[src/rtl/hzd_pkg.sv]
package hzd_pkg;
  localparam int unsigned STG_N = 3;
  localparam int unsigned SEL_W = 3;

  typedef logic [STG_N-1:0] stg_en_t;

  localparam stg_en_t EN_OFF  = 3'b000;
  localparam stg_en_t EN_ONE  = 3'b001;
  localparam stg_en_t EN_TWO  = 3'b011;
  localparam stg_en_t EN_FULL = 3'b111;

  typedef enum logic [SEL_W-1:0] {
    SEL_NONE  = 3'b000,
    SEL_S1_EX = 3'b001,
    SEL_S2_EX = 3'b010,
    SEL_S1_WB = 3'b011,
    SEL_S2_WB = 3'b100
  } op_sel_e;
endpackage

[src/rtl/hzd_seq.sv]
module hzd_seq
  import hzd_pkg::*;
#(
  parameter int unsigned XLEN    = 32,
  parameter int unsigned PC_STEP = 4
) (
  input  logic            clk_i,
  input  logic            rst_ni,
  input  logic            pc_wr_i,
  input  logic [XLEN-1:0] pc_tgt_i,
  output stg_en_t         en_o,
  output logic [XLEN-1:0] pc_o
);
  localparam logic [XLEN-1:0] STEP = XLEN'(PC_STEP);

  stg_en_t         en_q, en_d;
  logic [XLEN-1:0] pc_q, pc_d;
  logic            take;

  assign take = (en_q == EN_FULL) && pc_wr_i;

  always_comb begin
    en_d = en_q;
    pc_d = pc_q;
    unique case (en_q)
      EN_OFF: en_d = EN_ONE;
      EN_ONE: begin en_d = EN_TWO;  pc_d = pc_q + STEP; end
      EN_TWO: begin en_d = EN_FULL; pc_d = pc_q + STEP; end
      default: begin
        if (take) begin
          en_d = EN_OFF;
          pc_d = {pc_tgt_i[XLEN-1:1], 1'b0};
        end else begin
          pc_d = pc_q + STEP;
        end
      end
    endcase
  end

  always_ff @(posedge clk_i or negedge rst_ni) begin
    if (!rst_ni) begin
      en_q <= EN_OFF;
      pc_q <= '0;
    end else begin
      en_q <= en_d;
      pc_q <= pc_d;
    end
  end

  assign en_o = en_q;
  assign pc_o = pc_q;

  AST_RAMP_ONE: assert property (@(posedge clk_i) disable iff (!rst_ni)
    en_q == EN_OFF |=> en_q == EN_ONE);
  AST_RAMP_TWO: assert property (@(posedge clk_i) disable iff (!rst_ni)
    en_q == EN_ONE |=> en_q == EN_TWO);
  AST_RAMP_FULL: assert property (@(posedge clk_i) disable iff (!rst_ni)
    en_q == EN_TWO |=> en_q == EN_FULL);
  AST_PC_HOLD_START: assert property (@(posedge clk_i) disable iff (!rst_ni)
    en_q == EN_OFF |=> pc_q == $past(pc_q));
  AST_PC_STEP: assert property (@(posedge clk_i) disable iff (!rst_ni)
    (en_q != EN_OFF && !(en_q == EN_FULL && pc_wr_i)) |=> pc_q == $past(pc_q) + STEP);
  AST_JUMP_LOAD: assert property (@(posedge clk_i) disable iff (!rst_ni)
    (en_q == EN_FULL && pc_wr_i) |=> (en_q == EN_OFF && pc_q[0] == 1'b0
      && pc_q[XLEN-1:1] == $past(pc_tgt_i[XLEN-1:1])));
  AST_EARLY_WR_IGNORED: assert property (@(posedge clk_i) disable iff (!rst_ni)
    (en_q != EN_FULL && pc_wr_i) |=> en_q != EN_OFF);
endmodule

[src/rtl/hzd_track.sv]
module hzd_track
  import hzd_pkg::*;
#(
  parameter int unsigned RW = 5
) (
  input  logic          clk_i,
  input  logic          rst_ni,
  input  logic          ex_en_i,
  input  logic [RW-1:0] dst_idx_i,
  input  logic          dst_we_i,
  output logic [RW-1:0] ex_rd_o,
  output logic          ex_we_o,
  output logic [RW-1:0] wb_rd_o,
  output logic          wb_we_o
);
  // slot 0: result now in execute register, slot 1: result now in write-back register
  localparam int unsigned DEPTH = 2;

  logic [RW-1:0] rd_q [DEPTH];
  logic          we_q [DEPTH];

  always_ff @(posedge clk_i or negedge rst_ni) begin
    if (!rst_ni) begin
      rd_q[0] <= '0;
      we_q[0] <= 1'b0;
    end else begin
      rd_q[0] <= dst_idx_i;
      we_q[0] <= ex_en_i && dst_we_i;
    end
  end

  for (genvar g = 1; g < DEPTH; g++) begin : g_age
    always_ff @(posedge clk_i or negedge rst_ni) begin
      if (!rst_ni) begin
        rd_q[g] <= '0;
        we_q[g] <= 1'b0;
      end else begin
        rd_q[g] <= rd_q[g-1];
        we_q[g] <= we_q[g-1];
      end
    end
  end

  assign ex_rd_o = rd_q[0];
  assign ex_we_o = we_q[0];
  assign wb_rd_o = rd_q[1];
  assign wb_we_o = we_q[1];

  AST_BUBBLE_EMPTY: assert property (@(posedge clk_i) disable iff (!rst_ni)
    !ex_en_i |=> !ex_we_o);
  AST_AGE_SHIFT: assert property (@(posedge clk_i) disable iff (!rst_ni)
    1'b1 |=> (wb_we_o == $past(ex_we_o) && wb_rd_o == $past(ex_rd_o)));
endmodule

[src/rtl/hzd_fwd_sel.sv]
module hzd_fwd_sel
  import hzd_pkg::*;
#(
  parameter int unsigned RW = 5
) (
  input  logic          clk_i,
  input  logic          rst_ni,
  input  logic          ex_en_i,
  input  logic [RW-1:0] src1_idx_i,
  input  logic [RW-1:0] src2_idx_i,
  input  logic          src1_reg_i,
  input  logic          src2_reg_i,
  input  logic [RW-1:0] ex_rd_i,
  input  logic          ex_we_i,
  input  logic [RW-1:0] wb_rd_i,
  input  logic          wb_we_i,
  output op_sel_e       sel_o
);
  localparam int unsigned NSRC  = 2;
  localparam int unsigned NSLOT = 2;
  localparam int unsigned NHIT  = NSRC * NSLOT;

  logic [RW-1:0] src_idx [NSRC];
  logic          src_reg [NSRC];
  logic [RW-1:0] slot_rd [NSLOT];
  logic          slot_we [NSLOT];
  // bit order = precedence: slot-major, then source
  logic [NHIT-1:0] hit;

  assign src_idx[0] = src1_idx_i;
  assign src_idx[1] = src2_idx_i;
  assign src_reg[0] = src1_reg_i;
  assign src_reg[1] = src2_reg_i;
  assign slot_rd[0] = ex_rd_i;
  assign slot_rd[1] = wb_rd_i;
  assign slot_we[0] = ex_we_i;
  assign slot_we[1] = wb_we_i;

  for (genvar t = 0; t < NSLOT; t++) begin : g_slot
    for (genvar s = 0; s < NSRC; s++) begin : g_src
      assign hit[t*NSRC + s] = src_reg[s] && slot_we[t]
                               && (src_idx[s] != '0)
                               && (src_idx[s] == slot_rd[t]);
    end
  end

  always_comb begin
    sel_o = SEL_NONE;
    if (ex_en_i) begin
      for (int i = NHIT - 1; i >= 0; i--) begin
        if (hit[i]) sel_o = op_sel_e'(SEL_W'(i + 1));
      end
    end
  end

  AST_SEL_IDLE: assert property (@(posedge clk_i) disable iff (!rst_ni)
    !ex_en_i |-> sel_o == SEL_NONE);
  AST_SEL_RANGE: assert property (@(posedge clk_i) disable iff (!rst_ni)
    sel_o inside {SEL_NONE, SEL_S1_EX, SEL_S2_EX, SEL_S1_WB, SEL_S2_WB});
  AST_SEL_X0: assert property (@(posedge clk_i) disable iff (!rst_ni)
    (src1_idx_i == '0 && src2_idx_i == '0) |-> sel_o == SEL_NONE);
  AST_SEL_IMM: assert property (@(posedge clk_i) disable iff (!rst_ni)
    (!src1_reg_i && !src2_reg_i) |-> sel_o == SEL_NONE);
  AST_EX_WINS: assert property (@(posedge clk_i) disable iff (!rst_ni)
    (ex_en_i && src1_reg_i && src1_idx_i != '0 && ex_we_i && ex_rd_i == src1_idx_i)
      |-> sel_o == SEL_S1_EX);
endmodule

[src/rtl/hzd_fwd_ctrl.sv]
module hzd_fwd_ctrl
  import hzd_pkg::*;
#(
  parameter int unsigned XLEN    = 32,
  parameter int unsigned RW      = 5,
  parameter int unsigned PC_STEP = 4
) (
  input  logic            clk_i,
  input  logic            rst_ni,
  input  logic [RW-1:0]   src1_idx_i,
  input  logic [RW-1:0]   src2_idx_i,
  input  logic            src1_reg_i,
  input  logic            src2_reg_i,
  input  logic [RW-1:0]   dst_idx_i,
  input  logic            dst_we_i,
  input  logic            pc_wr_i,
  input  logic [XLEN-1:0] pc_tgt_i,
  output logic [2:0]      op_sel_o,
  output logic [2:0]      stage_en_o,
  output logic [XLEN-1:0] pc_o
);
  stg_en_t       en;
  logic          ex_en;
  logic [RW-1:0] ex_rd, wb_rd;
  logic          ex_we, wb_we;
  op_sel_e       sel;

  assign ex_en = en[1];

  hzd_seq #(.XLEN(XLEN), .PC_STEP(PC_STEP)) u_seq (
    .clk_i    (clk_i),
    .rst_ni   (rst_ni),
    .pc_wr_i  (pc_wr_i),
    .pc_tgt_i (pc_tgt_i),
    .en_o     (en),
    .pc_o     (pc_o)
  );

  hzd_track #(.RW(RW)) u_track (
    .clk_i     (clk_i),
    .rst_ni    (rst_ni),
    .ex_en_i   (ex_en),
    .dst_idx_i (dst_idx_i),
    .dst_we_i  (dst_we_i),
    .ex_rd_o   (ex_rd),
    .ex_we_o   (ex_we),
    .wb_rd_o   (wb_rd),
    .wb_we_o   (wb_we)
  );

  hzd_fwd_sel #(.RW(RW)) u_sel (
    .clk_i      (clk_i),
    .rst_ni     (rst_ni),
    .ex_en_i    (ex_en),
    .src1_idx_i (src1_idx_i),
    .src2_idx_i (src2_idx_i),
    .src1_reg_i (src1_reg_i),
    .src2_reg_i (src2_reg_i),
    .ex_rd_i    (ex_rd),
    .ex_we_i    (ex_we),
    .wb_rd_i    (wb_rd),
    .wb_we_i    (wb_we),
    .sel_o      (sel)
  );

  assign op_sel_o   = sel;
  assign stage_en_o = en;

  AST_RST_STATE: assert property (@(posedge clk_i)
    !rst_ni |-> (stage_en_o == 3'b000 && pc_o == '0 && op_sel_o == 3'b000));
  AST_EN_SHAPE: assert property (@(posedge clk_i) disable iff (!rst_ni)
    stage_en_o inside {3'b000, 3'b001, 3'b011, 3'b111});
endmodule

[config.mk]
export PLATFORM = sky130hd
export DESIGN_NAME = hzd_fwd_ctrl
export DESIGN_NICKNAME = d
export VERILOG_FILES = /design/src/rtl/hzd_pkg.sv /design/src/rtl/hzd_seq.sv /design/src/rtl/hzd_track.sv /design/src/rtl/hzd_fwd_sel.sv /design/src/rtl/hzd_fwd_ctrl.sv
export SDC_FILE = /design/constraint.sdc
export NUM_CORES = 1
export LEC_CHECK = 0
export BUFFER_PORTS_ARGS = -buffer_cell sky130_fd_sc_hd__buf_2
export CAP_MARGIN = 20
export CORE_ASPECT_RATIO = 0.7
export CORE_UTILIZATION = 46
export DETAILED_ROUTE_END_ITERATION = 7
export GPL_TIMING_DRIVEN = 0
export PLACE_DENSITY = 0.85
export REMOVE_ABC_BUFFERS = 1
export SLEW_MARGIN = 25
export SYNTH_ARGS = -nofsm -noshare
export SYNTH_HDL_FRONTEND = slang
export SYNTH_HIERARCHICAL = 1
export SYNTH_SLANG_ARGS = --single-unit
[constraint.sdc]
create_clock -name clk_i -period 1.8 [get_ports clk_i]
set_input_delay 0.18 -clock clk_i [delete_from_list [all_inputs] [get_ports clk_i]]
set_output_delay 0.18 -clock clk_i [all_outputs]
set_load 0.02 [all_outputs]
==> results.py, run 1 <==
metrics = {
    "status": {
        "status": "finished with violations",
        "violations": "setup timing",
    },
    "synthesis": {
        "synthFlopType": "dfrtp_1",
        "synthDistinctLibCells": 60,
        "synth_edf_count": 0,
        "synth_xor_area_share_pct": 6.52,
        "async_flop_share_pct": 100,
        "yosys_register_bits": 46,
        "synth_top_area_share_pct": 42.8,
        "synth-compound-area-share_pct": 20.1,
        "synth.largest_area_cell": "dfrtp_1",
        "avgSynthCellArea_um2": 9.40,
        "synthSimpleGateAreaFrac_pct": 25.9,
        "yosys_warnings": 6,
        "synth_top_family_by_area": "simple AND/OR/NAND/NOR gates",
        "syn_inst": 286,
        "syn_area_um2": 2690,
        "synth_area_leaders": "dfrtp_1, xnor2_1, nand2_1",
        "yosys.area_share.adder_pct": 0.466,
        "synth_seq_area_share_pct": 42.8,
        "synthMuxAreaShare_pct": 0.372,
    },
    "place": {
        "io_buffers": 88,
        "dp_cells": 434,
        "gp_congestion": 0.864,
        "placed_area_um2": 3200,
        "hpwlAfterDp_um": 5100,
        "dpl_worst_slack_ns": -0.565,
    },
    "critical_path": {
        "crit_arrival_ns": 1.71,
        "slowest_delay_ns": 0.58,
        "reg2regPathDepth": 5,
        "crit_end": "op_sel_o[2]",
        "critPathCaptureType": "output pin",
        "timing.rr.start": "u_seq/pc_o[9]",
        "path_class": "primary input to output pin",
        "path_delay_family": "simple AND/OR/NAND/NOR gates",
        "r2r_slack_ns": 0.04,
        "cpMaxStageDelayCell": "or4_1",
        "path_common_cell": "buf_4",
        "cp-start-kind": "primary input",
        "path_buf_inv": 3,
        "path_cells": "buf_2 > or4_1 > o21ai_4 > nor3_4 > buf_4 > nor4_2 > buf_4",
        "cp.depth": 7,
        "cp_data_required_time_ns": 1.62,
        "crit_start": "src1_idx_i[1]",
        "cp_max_fo": 3,
        "regToRegEndpoint": "u_seq/pc_o[23]",
    },
    "drt": {
        "first_pass_iters": 5,
        "drtIter0Drc": 252,
        "wirelength_um": 7680,
        "via_per_inst": 5.97,
        "vias": 2828,
        "wl_per_cell_um": 16.2,
        "post-route-drc-count": 0,
        "ant_nets": 0,
    },
    "sta": {
        "rsz0062_at_grt": "true",
        "max_slew_margin_pct": 61.1,
        "finalWorstSetupSlack_ns": -0.0923,
        "finalCritPeriodShare_pct": 105,
        "timing.final.crit_period_ns": 1.89,
        "fmax_mhz": 528,
        "maxSlewViolCount": 0,
        "hold_violations": 0,
        "finalSetupTns_ns": -0.210,
        "worst_slew_pin_slew_ns": 0.583,
        "setup_viol": 3,
        "fin_skew_ns": 0.00916,
    },
    "cells_and_area": {
        "n_fill_cell": 438,
        "final_cell_area_um2": 3720,
        "syn2layout_area_growth_pct": 38.4,
        "seq_area_um2": 1170,
        "fin_nets": 455,
        "fin_cells": 474,
        "drive_above_1_share_pct": 42.5,
        "multiInputGateArea_um2": 1580,
        "diodes": 0,
    },
    "clock_network": {
        "h-tree-depth": 2,
        "clk_path_buf_depth": 2,
        "cts_root_buf": "clkbuf_8",
        "cts_tree": "built",
        "clk_latency_ns": 0.30,
        "cts_sinks": 46,
        "numCtsBuffers": 5,
        "clk_pin_slew_ns": 0.08,
    },
    "floorplan": {
        "fp-row-count": 22,
        "start_util_pct": 49.6,
        "dieArea_um2": 6160,
        "coreArea_um2": 5420,
        "ios": 91,
        "fp.dieW_um": 93.4,
        "fp.dieH_um": 66.0,
    },
    "global_routing": {
        "antenna_found_initial": 0,
        "grt_overflow": 0,
        "grt_pass1_vias": 2436,
        "grt_first_pass_wirelength_um": 12100,
        "grtUsageTotal_pct": 25.4,
        "grt_max_degree": 47,
    },
    "flow_run": {
        "maxCapViolations": 0,
    },
    "min_path": {
        "hp-start": "pc_tgt_i[1]",
        "min_path_type": "primary input to register",
        "hold_path_depth": 3,
    },
    "power": {
        "power_mw": 1.88,
        "p_leak_nw": 1.69,
        "power_density_nw_per_um2": 506,
        "ir_worst_vdd_v": 0.000337,
    },
}
-- report_power, final --
part | internal, mW | leakage, nW | total (mW) | switching [mW]
clock | 0.309 | 0.0472 | 0.669 | 0.360
sequential | 1.04 | 0.556 | 1.06 | 0.0139
combinational | 0.0790 | 1.09 | 0.154 | 0.0755
total | 1.43 | 1.69 | 1.88 | 0.449
-- area by class of cell --
cell class | count | share of cell area, %
Clock buffer | 6 | 2.22
Clock inverter | 2 | 0.336
Inverter | 4 | 0.404
Multi-Input combinational cell | 220 | 42.4
Sequential cell | 46 | 31.3
Tap cell | 72 | 2.42
Timing Repair Buffer | 124 | 20.8
-- how the worst min path moves through the flow --
stage / end / slack [ns]
finish: u_seq/pc_o[1] / 0.07
global route: u_track/ex_we_o / 0.08
CTS: u_seq/pc_o[1] / 0.07
detailed placement: u_seq/pc_o[1] / 0.23
global placement: u_track/ex_rd_o[2] / 0.29
floorplan: u_seq/en_o[0] / -0.12
-- cell families (layout without fill, tap and decap cells) --
logic type,Yosys count,after routing
xor gates and xnor gates,20,20
DFF,46,46
AOI/OAI and AO/OA,81,81
adders and majority gates,1,1
and+or+nand+nor,116,116
buffers and inverters,20,136
muxes,1,1
other,1,1
-- synth_stat cells, types with 7 or more instances --
library cell and n:
a31oi_1 7, nor2_1 17, or4_1 7, a22oi_1 9
nor3_1 10, dfrtp_1 46, a21oi_1 15, xnor2_1 14
nand4_1 8, nand2_1 27, clkbuf_1 7, nand3_1 16
o21ai_0 17
-- state kept, by name, indices dropped and copies added, names as in the netlist --
name and flops:
u_seq/en_o 3, u_seq/pc_o 31, u_track/ex_rd_o 5, u_track/ex_we_o 1, u_track/wb_we_o 1, u_track/wb_rd_o 5
-- per-stage QoR --
step                utilization [%]  hold slack (ns)
floorplan                         -           -0.116
global placement               57.8            0.289
detailed placement             59.1            0.229
CTS                            64.4           0.0668
global route                   68.6           0.0814
finish                         68.6           0.0735
-- metal layers --
layer	part of all wire (%)	track usage (%)
met1	45	35.6
met2	47	41.6
met3	6.5	4.14
met4	0.90	5.19
met5	0	0
-- cell usage in the layout, fill, tap and decap left out, types with 4 or more instances in the layout --
| cell | count |
|---|---|
| buf_2 | 84 |
| dfrtp_1 | 34 |
| buf_4 | 28 |
| nand2_1 | 25 |
| nor2_1 | 16 |
| nand3_1 | 15 |
| o21ai_0 | 15 |
| a21oi_1 | 15 |
| xnor2_1 | 14 |
| dfrtp_2 | 12 |
| a22oi_1 | 9 |
| nand4_1 | 8 |
| a31oi_1 | 7 |
| clkbuf_8 | 6 |
| dlygate4sd3_1 | 6 |
| or4_1 | 6 |
| xor2_1 | 6 |
| o211ai_1 | 6 |
| nor3_1 | 6 |
| buf_6 | 5 |
| o22ai_1 | 5 |
| nor3_4 | 4 |
| inv_1 | 4 |
-- tightest hold or removal path: cells and delay by family --
family	cells	cell delay, ns
AND/OR/NAND/NOR	2	0.08
buffers and inverters	1	0.07
-- what timing repair did --
| item | 4_1_cts | 5_1_grt |
|---|---|---|
| hold buffers | 6 | 0 |
| pin swaps | 13 | 15 |
| setup endpoints to repair | 29 | 33 |
| gates cloned | 0 | 0 |
| resized for setup | 12 | 34 |
| setup buffers | 11 | 15 |
| endpoints found under the hold margin | 51 | 0 |
No activity file was read; power rests on OpenSTA's default activity.
==> run 2, diff against run 1 <==
--- a/config.mk
+++ b/config.mk
@@ -12,9 +12,11 @@
 export DETAILED_ROUTE_END_ITERATION = 7
 export GPL_TIMING_DRIVEN = 0
 export PLACE_DENSITY = 0.85
+export RECOVER_POWER = 100
 export REMOVE_ABC_BUFFERS = 1
 export SLEW_MARGIN = 25
 export SYNTH_ARGS = -nofsm -noshare
 export SYNTH_HDL_FRONTEND = slang
 export SYNTH_HIERARCHICAL = 1
 export SYNTH_SLANG_ARGS = --single-unit
+export TNS_END_PERCENT = 50
==> results.py, run 2 (synthesis results as in run 1) <==
metrics = {
    "sta": {
        "rsz0062_at_grt": "true",
        "finalWorstSetupSlack_ns": -0.0933,
        "max_slew_margin_pct": 60.9,
        "finalSetupTns_ns": -0.208,
        "maxSlewViolCount": 0,
        "timing.final.crit_period_ns": 1.89,
        "setup_viol": 3,
        "hold_ws_ns": 0.0722,
        "fin_skew_ns": 0.00749,
        "hold_violations": 0,
        "finalCritPeriodShare_pct": 105,
        "worst_slew_pin_slew_ns": 0.587,
        "fmax_mhz": 528,
    },
    "global_routing": {
        "grt_overflow": 0,
        "grtUsageTotal_pct": 25.4,
        "grt_max_degree": 47,
        "grt_first_pass_wirelength_um": 12100,
        "grt_pass1_vias": 2437,
        "antenna_found_initial": 0,
    },
    "critical_path": {
        "crit_start": "src1_idx_i[1]",
        "cp-start-kind": "primary input",
        "crit_arrival_ns": 1.71,
        "cp_max_fo": 3,
        "timing.rr.start": "u_seq/pc_o[2]",
        "critPathCaptureType": "output pin",
        "cp_data_required_time_ns": 1.62,
        "path_class": "primary input to output pin",
    },
    "cells_and_area": {
        "layout_commonest_cell": "buf_2",
        "mostFrequentLayoutCells": "buf_2, dfrtp_1, buf_4, nand2_1, nor2_1",
        "drive_above_1_share_pct": 41.8,
        "fin_util_pct": 68.2,
        "syn2layout_area_growth_pct": 37.7,
        "diodes": 0,
        "final_cell_area_um2": 3700,
        "fin_nets": 455,
        "largest_reg_flops": 31,
    },
    "drt": {
        "wirelength_um": 7630,
        "via_per_inst": 6.00,
        "vias": 2846,
        "wl_per_cell_um": 16.1,
        "first_pass_iters": 6,
        "drtIter0Drc": 216,
        "post-route-drc-count": 0,
        "ant_nets": 0,
    },
    "floorplan": {
        "fp-row-count": 22,
        "fp.dieW_um": 93.4,
        "start_util_pct": 49.6,
        "fp.dieH_um": 66.0,
        "ios": 91,
        "coreArea_um2": 5420,
        "dieArea_um2": 6160,
    },
    "min_path": {
        "hp-start": "pc_tgt_i[1]",
        "min_path_type": "primary input to register",
    },
    "place": {
        "gp_congestion": 0.864,
        "io_buffers": 88,
        "placed_area_um2": 3200,
        "hpwlAfterDp_um": 5100,
    },
    "clock_network": {
        "clk_pin_slew_ns": 0.08,
        "cts_sinks": 46,
        "h-tree-depth": 2,
        "cts_root_buf": "clkbuf_8",
        "cts_tree": "built",
        "numCtsBuffers": 5,
        "clk_latency_ns": 0.30,
        "clk_path_buf_depth": 2,
    },
    "power": {
        "p_leak_nw": 1.69,
        "ir_worst_vdd_v": 0.000336,
        "power_density_nw_per_um2": 509,
    },
    "status": {
        "violations": "setup timing",
        "status": "finished with violations",
    },
    "flow_run": {
        "maxCapViolations": 0,
    },
}
[run 2: cell counts in the layout (fill, tap and decap cells not counted)]
Identical to the previous run, type by type.
[run 2: area by class of cell]
cell class / count / area (um^2)
fillers: 444 / 1720
multi-input cells: 220 / 1570
flip-flops and latches: 46 / 1160
repair buffers: 124 / 771
well taps: 72 / 90.1
clock buffers: 6 / 82.6
inverters: 4 / 15.0
clock inverters: 2 / 12.5
[run 2: metal layers]
| metal | up-vias | GRT usage (%) | part of all wire (%) |
|---|---|---|---|
| li1 | 1314 | - | - |
| met1 | 1386 | 35.6 | 45 |
| met2 | 133 | 41.6 | 47 |
| met3 | 13 | 4.14 | 7.0 |
| met4 | 0 | 5.19 | 1.1 |
| met5 | - | 0 | 0 |
[run 2: final timing paths]
| check | endpoint | slack, ns | cells after the start |
|---|---|---|---|
| setup / recovery | op_sel_o[2] | -0.09 | 7 |
| hold / removal | u_seq/pc_o[1] | 0.07 | 3 |
| setup reg to reg | u_seq/pc_o[15] | 0.04 | 6 |
| hold reg to reg | u_track/wb_we_o | 0.41 | 0 |
| max in group asynchronous | u_seq/en_o[0] | 0.95 | 2 |
| min in group asynchronous | u_seq/pc_o[3] | 0.42 | 2 |
[run 2: critical path, cell delays in order]
cell     delay (ns)
buf_2          0.12
or4_1          0.58
o21ai_4        0.22
nor3_4         0.08
buf_4          0.14
nor4_2         0.23
buf_4          0.18
[run 2: where the power goes]
group	leakage (nW)	total (mW)	internal [mW]	switching [mW]
clock	0.0472	0.672	0.309	0.362
sequential	0.556	1.06	1.04	0.0139
combinational	1.08	0.154	0.0790	0.0753
total	1.69	1.88	1.43	0.451
[run 2: timing repair]
item                       CTS  global route
hold endpoints to repair    51             0
hold buffers                 6             0
gates resized for setup     12            29
pin swaps                   12            15
buffers inserted            11            15
setup endpoints to repair   29            33
[run 2: stage by stage]
stage               setup slack (ns)  power [mW]  cells
floorplan                     -0.995        1.12    270
global placement               -2.10        1.21    430
detailed placement            -0.565        1.21    434
CTS                          -0.0792        1.88    459
global route                  -0.194        1.96    474
finish                       -0.0933        1.88    474
